**src/rtl/bpr_pkg.sv**
```systemverilog
package bpr_pkg;
    localparam int BP_W = 3;
    localparam int PR_W = 8;

    typedef enum logic {
        BP_GRP0 = 1'b0,
        BP_GRP1 = 1'b1
    } bp_grp_e;

    function automatic logic [BP_W-1:0] bp_sat_inc(input logic [BP_W-1:0] v);
        return (v == {BP_W{1'b1}}) ? v : v + 1'b1;
    endfunction
endpackage

```
**src/rtl/bp_store.sv**
```systemverilog
module bp_store
    import bpr_pkg::*;
#(
    parameter logic [BP_W-1:0] MIN_BP = 3'd2
) (
    input  logic            clk,
    input  logic            rst_n,
    input  logic            we,
    input  logic [BP_W-1:0] din,
    output logic [BP_W-1:0] q
);
    logic [BP_W-1:0] clamped;

    always_comb begin
        clamped = (din < MIN_BP) ? MIN_BP : din;
    end

    always_ff @(posedge clk or negedge rst_n) begin
        if (!rst_n)  q <= MIN_BP;
        else if (we) q <= clamped;
    end
endmodule

```
**src/rtl/bp_alias_mux.sv**
```systemverilog
module bp_alias_mux
    import bpr_pkg::*;
(
    input  logic            common_en,
    input  logic [BP_W-1:0] bp0,
    input  logic [BP_W-1:0] bp1,
    input  logic            rd_en,
    input  bp_grp_e         rd_sel,
    input  logic            rd_secure,
    input  bp_grp_e         prio_grp,
    output logic [BP_W-1:0] rd_data,
    output logic [BP_W-1:0] eff_bp
);
    logic [BP_W-1:0] bp0_inc;
    logic [BP_W-1:0] g1_view;
    logic [BP_W-1:0] g1_eff;

    always_comb begin
        bp0_inc = bp_sat_inc(bp0);
        // Group-1 register view: secure sees group 0 itself, non-secure sees +1
        if (!common_en)     g1_view = bp1;
        else if (rd_secure) g1_view = bp0;
        else                g1_view = bp0_inc;
        g1_eff = common_en ? bp0_inc : bp1;
    end

    always_comb begin
        rd_data = '0;
        if (rd_en) begin
            unique case (rd_sel)
                BP_GRP0: rd_data = bp0;
                BP_GRP1: rd_data = g1_view;
                default: rd_data = '0;
            endcase
        end
        unique case (prio_grp)
            BP_GRP0: eff_bp = bp0;
            BP_GRP1: eff_bp = g1_eff;
            default: eff_bp = bp0;
        endcase
    end
endmodule

```
**src/rtl/bp_group_mask.sv**
```systemverilog
module bp_group_mask
    import bpr_pkg::*;
(
    input  logic [PR_W-1:0] prio_in,
    input  logic [BP_W-1:0] bp,
    output logic [PR_W-1:0] grp_prio
);
    logic [PR_W:0] low_mask;

    always_comb begin
        low_mask = ((PR_W+1)'(2) << bp) - (PR_W+1)'(1);
        grp_prio = prio_in & ~low_mask[PR_W-1:0];
    end
endmodule

```
**src/rtl/bin_point_pair.sv**
```systemverilog
module bin_point_pair
    import bpr_pkg::*;
#(
    parameter int PRIO_W = 5
) (
    input  logic       clk,
    input  logic       rst_n,
    input  logic       common_en,
    input  logic       wr_en,
    input  logic       wr_sel,
    input  logic       wr_secure,
    input  logic [2:0] wr_data,
    input  logic       rd_en,
    input  logic       rd_sel,
    input  logic       rd_secure,
    output logic [2:0] rd_data,
    input  logic [7:0] prio_in,
    input  logic       prio_grp,
    output logic [7:0] grp_prio
);
    localparam logic [BP_W-1:0] MIN_BP = BP_W'(7 - PRIO_W);
    localparam int NGRP = 2;

    bp_grp_e         wsel;
    logic [NGRP-1:0] we;
    logic [BP_W-1:0] bp_q [NGRP];
    logic [BP_W-1:0] bp0_q;
    logic [BP_W-1:0] bp1_q;
    logic [BP_W-1:0] eff_bp;

    always_comb begin
        wsel  = bp_grp_e'(wr_sel);
        we[0] = wr_en && ((wsel == BP_GRP0) ||
                          (wsel == BP_GRP1 && common_en && wr_secure));
        we[1] = wr_en && (wsel == BP_GRP1) && !common_en;
    end

    for (genvar g = 0; g < NGRP; g++) begin : g_reg
        bp_store #(.MIN_BP(MIN_BP)) u_store (
            .clk   (clk),
            .rst_n (rst_n),
            .we    (we[g]),
            .din   (wr_data),
            .q     (bp_q[g])
        );
    end

    assign bp0_q = bp_q[0];
    assign bp1_q = bp_q[1];

    bp_alias_mux u_mux (
        .common_en (common_en),
        .bp0       (bp0_q),
        .bp1       (bp1_q),
        .rd_en     (rd_en),
        .rd_sel    (bp_grp_e'(rd_sel)),
        .rd_secure (rd_secure),
        .prio_grp  (bp_grp_e'(prio_grp)),
        .rd_data   (rd_data),
        .eff_bp    (eff_bp)
    );

    bp_group_mask u_mask (
        .prio_in  (prio_in),
        .bp       (eff_bp),
        .grp_prio (grp_prio)
    );
endmodule

```
**config.mk**
```make
export PLATFORM = sky130hd
export DESIGN_NAME = bin_point_pair
export DESIGN_NICKNAME = d
export VERILOG_FILES = /design/src/rtl/bpr_pkg.sv /design/src/rtl/bp_store.sv /design/src/rtl/bp_alias_mux.sv /design/src/rtl/bp_group_mask.sv /design/src/rtl/bin_point_pair.sv
export SDC_FILE = /design/constraint.sdc
export NUM_CORES = 1
export LEC_CHECK = 0
export BUFFER_PORTS_ARGS = -buffer_cell sky130_fd_sc_hd__buf_2
export CORE_MARGIN = 2
export CORE_UTILIZATION = 35
export CTS_CLUSTER_SIZE = 8
export DETAILED_ROUTE_END_ITERATION = 7
export SETUP_SLACK_MARGIN = 0.3
export SLEW_MARGIN = 20
export SYNTH_ARGS = -nofsm -noshare
export SYNTH_HDL_FRONTEND = slang
export SYNTH_SLANG_ARGS = --single-unit
```
**constraint.sdc**
```tcl
create_clock -name clk -period 8.5 [get_ports clk]
set_input_delay 0.85 -clock clk [delete_from_list [all_inputs] [get_ports clk]]
set_output_delay 0.85 -clock clk [all_outputs]
set_load 0.1 [all_outputs]
```
==> impl_metrics.env <==
export IMPL_status="complete, no violations"
export IMPL_startpoint_type="flop"
export IMPL_finalSetupTns_ps=0
export IMPL_finalWeightedCongestion=0.707
export IMPL_worst_slew_pin_slew_ps=515
export IMPL_synth_fp_nets=101
export IMPL_yosys_warnings=0
export IMPL_reg_top3="g.u_store.q x6"
export IMPL_cts_sinks=6
export IMPL_worstPathCellList="ha_1 -> a21boi_0 -> mux2i_1 -> o2bb2ai_1 -> or3_2 -> ha_1 -> or4_1 -> and4_1 -> buf_2"
export IMPL_cts_buffers=3
export IMPL_largest_register_ff_count=6
export IMPL_cts_resized=0
export IMPL_htreeDepth=1
export IMPL_multiInputGateArea_sq_um=433
export IMPL_viasPerCell=5.32
export IMPL_drive_above_1_share=0.367
export IMPL_max_flop_register="g.u_store.q"
export IMPL_report_final_slew_viol_count=0
export IMPL_cts_tree="yes"
export IMPL_holdWs_ps=417
export IMPL_core_sq_um=1670
export IMPL_initial_utilization=0.364
export IMPL_wl_microns=1380
export IMPL_grt_pass1_wl_microns=2260
export IMPL_cp_max_fo=8
export IMPL_max_freq_mhz=241
export IMPL_setup_violations_final=0
export IMPL_slew_headroom=0.656
export IMPL_num_rows=15
export IMPL_synth_top_area_cell="dfrtp_1"
export IMPL_startpoint="g_reg[0].u_store.q[1]"
export IMPL_cp_num_buf_inv=1
export IMPL_ios=32
export IMPL_yosysMostFrequentCell="nand2_1"
export IMPL_cts_root_buffer="clkbuf_4"
export IMPL_synthesis_instances=78
export IMPL_stdcell_count=126
export IMPL_num_nets_final=133
export IMPL_drc=0
export IMPL_die_h_microns=45.7
export IMPL_antennaDiodeCount=0
export IMPL_clockBufferDepth=2
export IMPL_synth_top_cell_area_share=0.165
export IMPL_dr_pass1_iters=4
export IMPL_synth_area_leaders="dfrtp_1 (16%), dfstp_2 (8.6%), o21ai_0 (7.4%)"
export IMPL_synth_seq_cells=6
export IMPL_cp_end_kind="output port"
export IMPL_port_buffers=29
export IMPL_critical_path_class="reg2out"
export IMPL_max_stage_delay_ps=580
export IMPL_crit_family="simple AND/OR/NAND/NOR gates"
export IMPL_synth_area_sq_um=608
export IMPL_r2r_setup_slack_ps=7660
export IMPL_grt_antenna_before_repair=0
export IMPL_drv_cap=0
export IMPL_totalPowerFinal_mw=0.167
export IMPL_worstPathRequired_ps=7650
export IMPL_vdd_drop_max_v=0.000111
export IMPL_synth_edff_count=0
export IMPL_grt_max_degree=13
export IMPL_wl_per_cell_microns=10.9
export IMPL_synth_area_per_cell_sq_um=7.80
export IMPL_drt_iter0_markers=4
export IMPL_areaGrowthSynthToFinish_pct=29.2
export IMPL_dieArea_sq_um=2090
export IMPL_vias=670
export IMPL_p_leak_nw=0.391
export IMPL_overflow=0
export IMPL_synth_ff_type="dfrtp_1"
export IMPL_hold_viol_final=0
export IMPL_rsz0062_at_grt="false"
export IMPL_die_w_microns=45.7
export IMPL_track_usage=0.151
export IMPL_power_density_nw_per_um2=213
export IMPL_place_inst=122
export IMPL_synth_common_cells="nand2_1 (12), o21ai_0 (9), a21oi_1 (4), dfrtp_1 (4), nor2_1 (4)"
export IMPL_clkTransAtPathRegs_ps=50
export IMPL_post_cts_setup_buffer_count=0
export IMPL_holdBufCountCts=0
export IMPL_period_share=0.487
export IMPL_clk_latency_ps=240
export IMPL_ys_types=37
export IMPL_ant_nets=0
export IMPL_ys_async_sr_fraction=1.00
export IMPL_hpwl_microns=1140
export IMPL_seq_area_sq_um=153
export IMPL_hold_class="in2async"
export IMPL_path_common_cell="ha_1"
export IMPL_timing_rr_start="g_reg[0].u_store.q[2]"
export IMPL_crit_slowest_cell="dfstp_2"
export IMPL_min_period_ps=4140
export IMPL_fin_worst_skew_ps=0
export IMPL_cp_arrival_ps=3290
export IMPL_fillCellCount=177
export IMPL_grt_pass1_vias=565
export IMPL_ys_seq_area_frac=0.251
## worst paths after layout
kind / end / cells past startpoint
worst min-delay path: g_reg[1].u_store.q[0] / 1
worst max register to register: g_reg[0].u_store.q[2] / 1
min in group clk: g_reg[1].u_store.q[1] / 2
worst max-delay path: grp_prio[5] / 9
max in group asynchronous: g_reg[1].u_store.q[1] / 1
worst min register to register: g_reg[1].u_store.q[1] / 2
## kinds of logic after synthesis
logic type	Yosys count	share of synthesized area
other cells	1	0.00617
simple gates	32	0.278
fa+ha+maj	2	0.0411
mux	4	0.0700
flops	6	0.251
buf+inv	4	0.0370
xor+xnor	1	0.0144
compound gates	28	0.302
## report_power, final
part	switching [mW]	leakage, nW	internal, mW	total [mW]
combinational	0.0755	0.306	0.0246	0.100
clock	0.00992	0.0150	0.0178	0.0277
sequential	0.00533	0.0700	0.0343	0.0396
total	0.0908	0.391	0.0767	0.167
## metal layers
metal / wire length (microns) / GRT usage
met1: 662 / 0.197
met2: 658 / 0.234
met4: 6 / 0.0882
met3: 51 / 0.0238
met5: 0 / 0
## cell usage in the layout, fill, tap and decap left out, types with 3 or more instances in the layout
master,instances
buf_2,29
nand2_1,12
a21oi_1,4
o21ai_0,9
a21boi_0,3
nand2b_1,3
nor2_1,4
dfrtp_1,4
clkbuf_4,3
## final cells by class
| cell class | instances | share of cell area |
|---|---|---|
| clock buffer | 4 | 0.0334 |
| timing repair buffer | 29 | 0.185 |
| inverter | 2 | 0.00955 |
| tap | 17 | 0.0271 |
| sequential | 6 | 0.194 |
| multi-input combinational | 68 | 0.551 |
## through the flow
step	setup slack, ps	util	area (sq um)
after floorplan	3190	-	608
after global placement	4390	0.455	759
after detailed placement	4380	0.455	759
after CTS	4340	0.470	786
after global routing	4140	0.470	786
final	4360	0.470	786
Note: power is estimated with default switching activity, not from simulation.
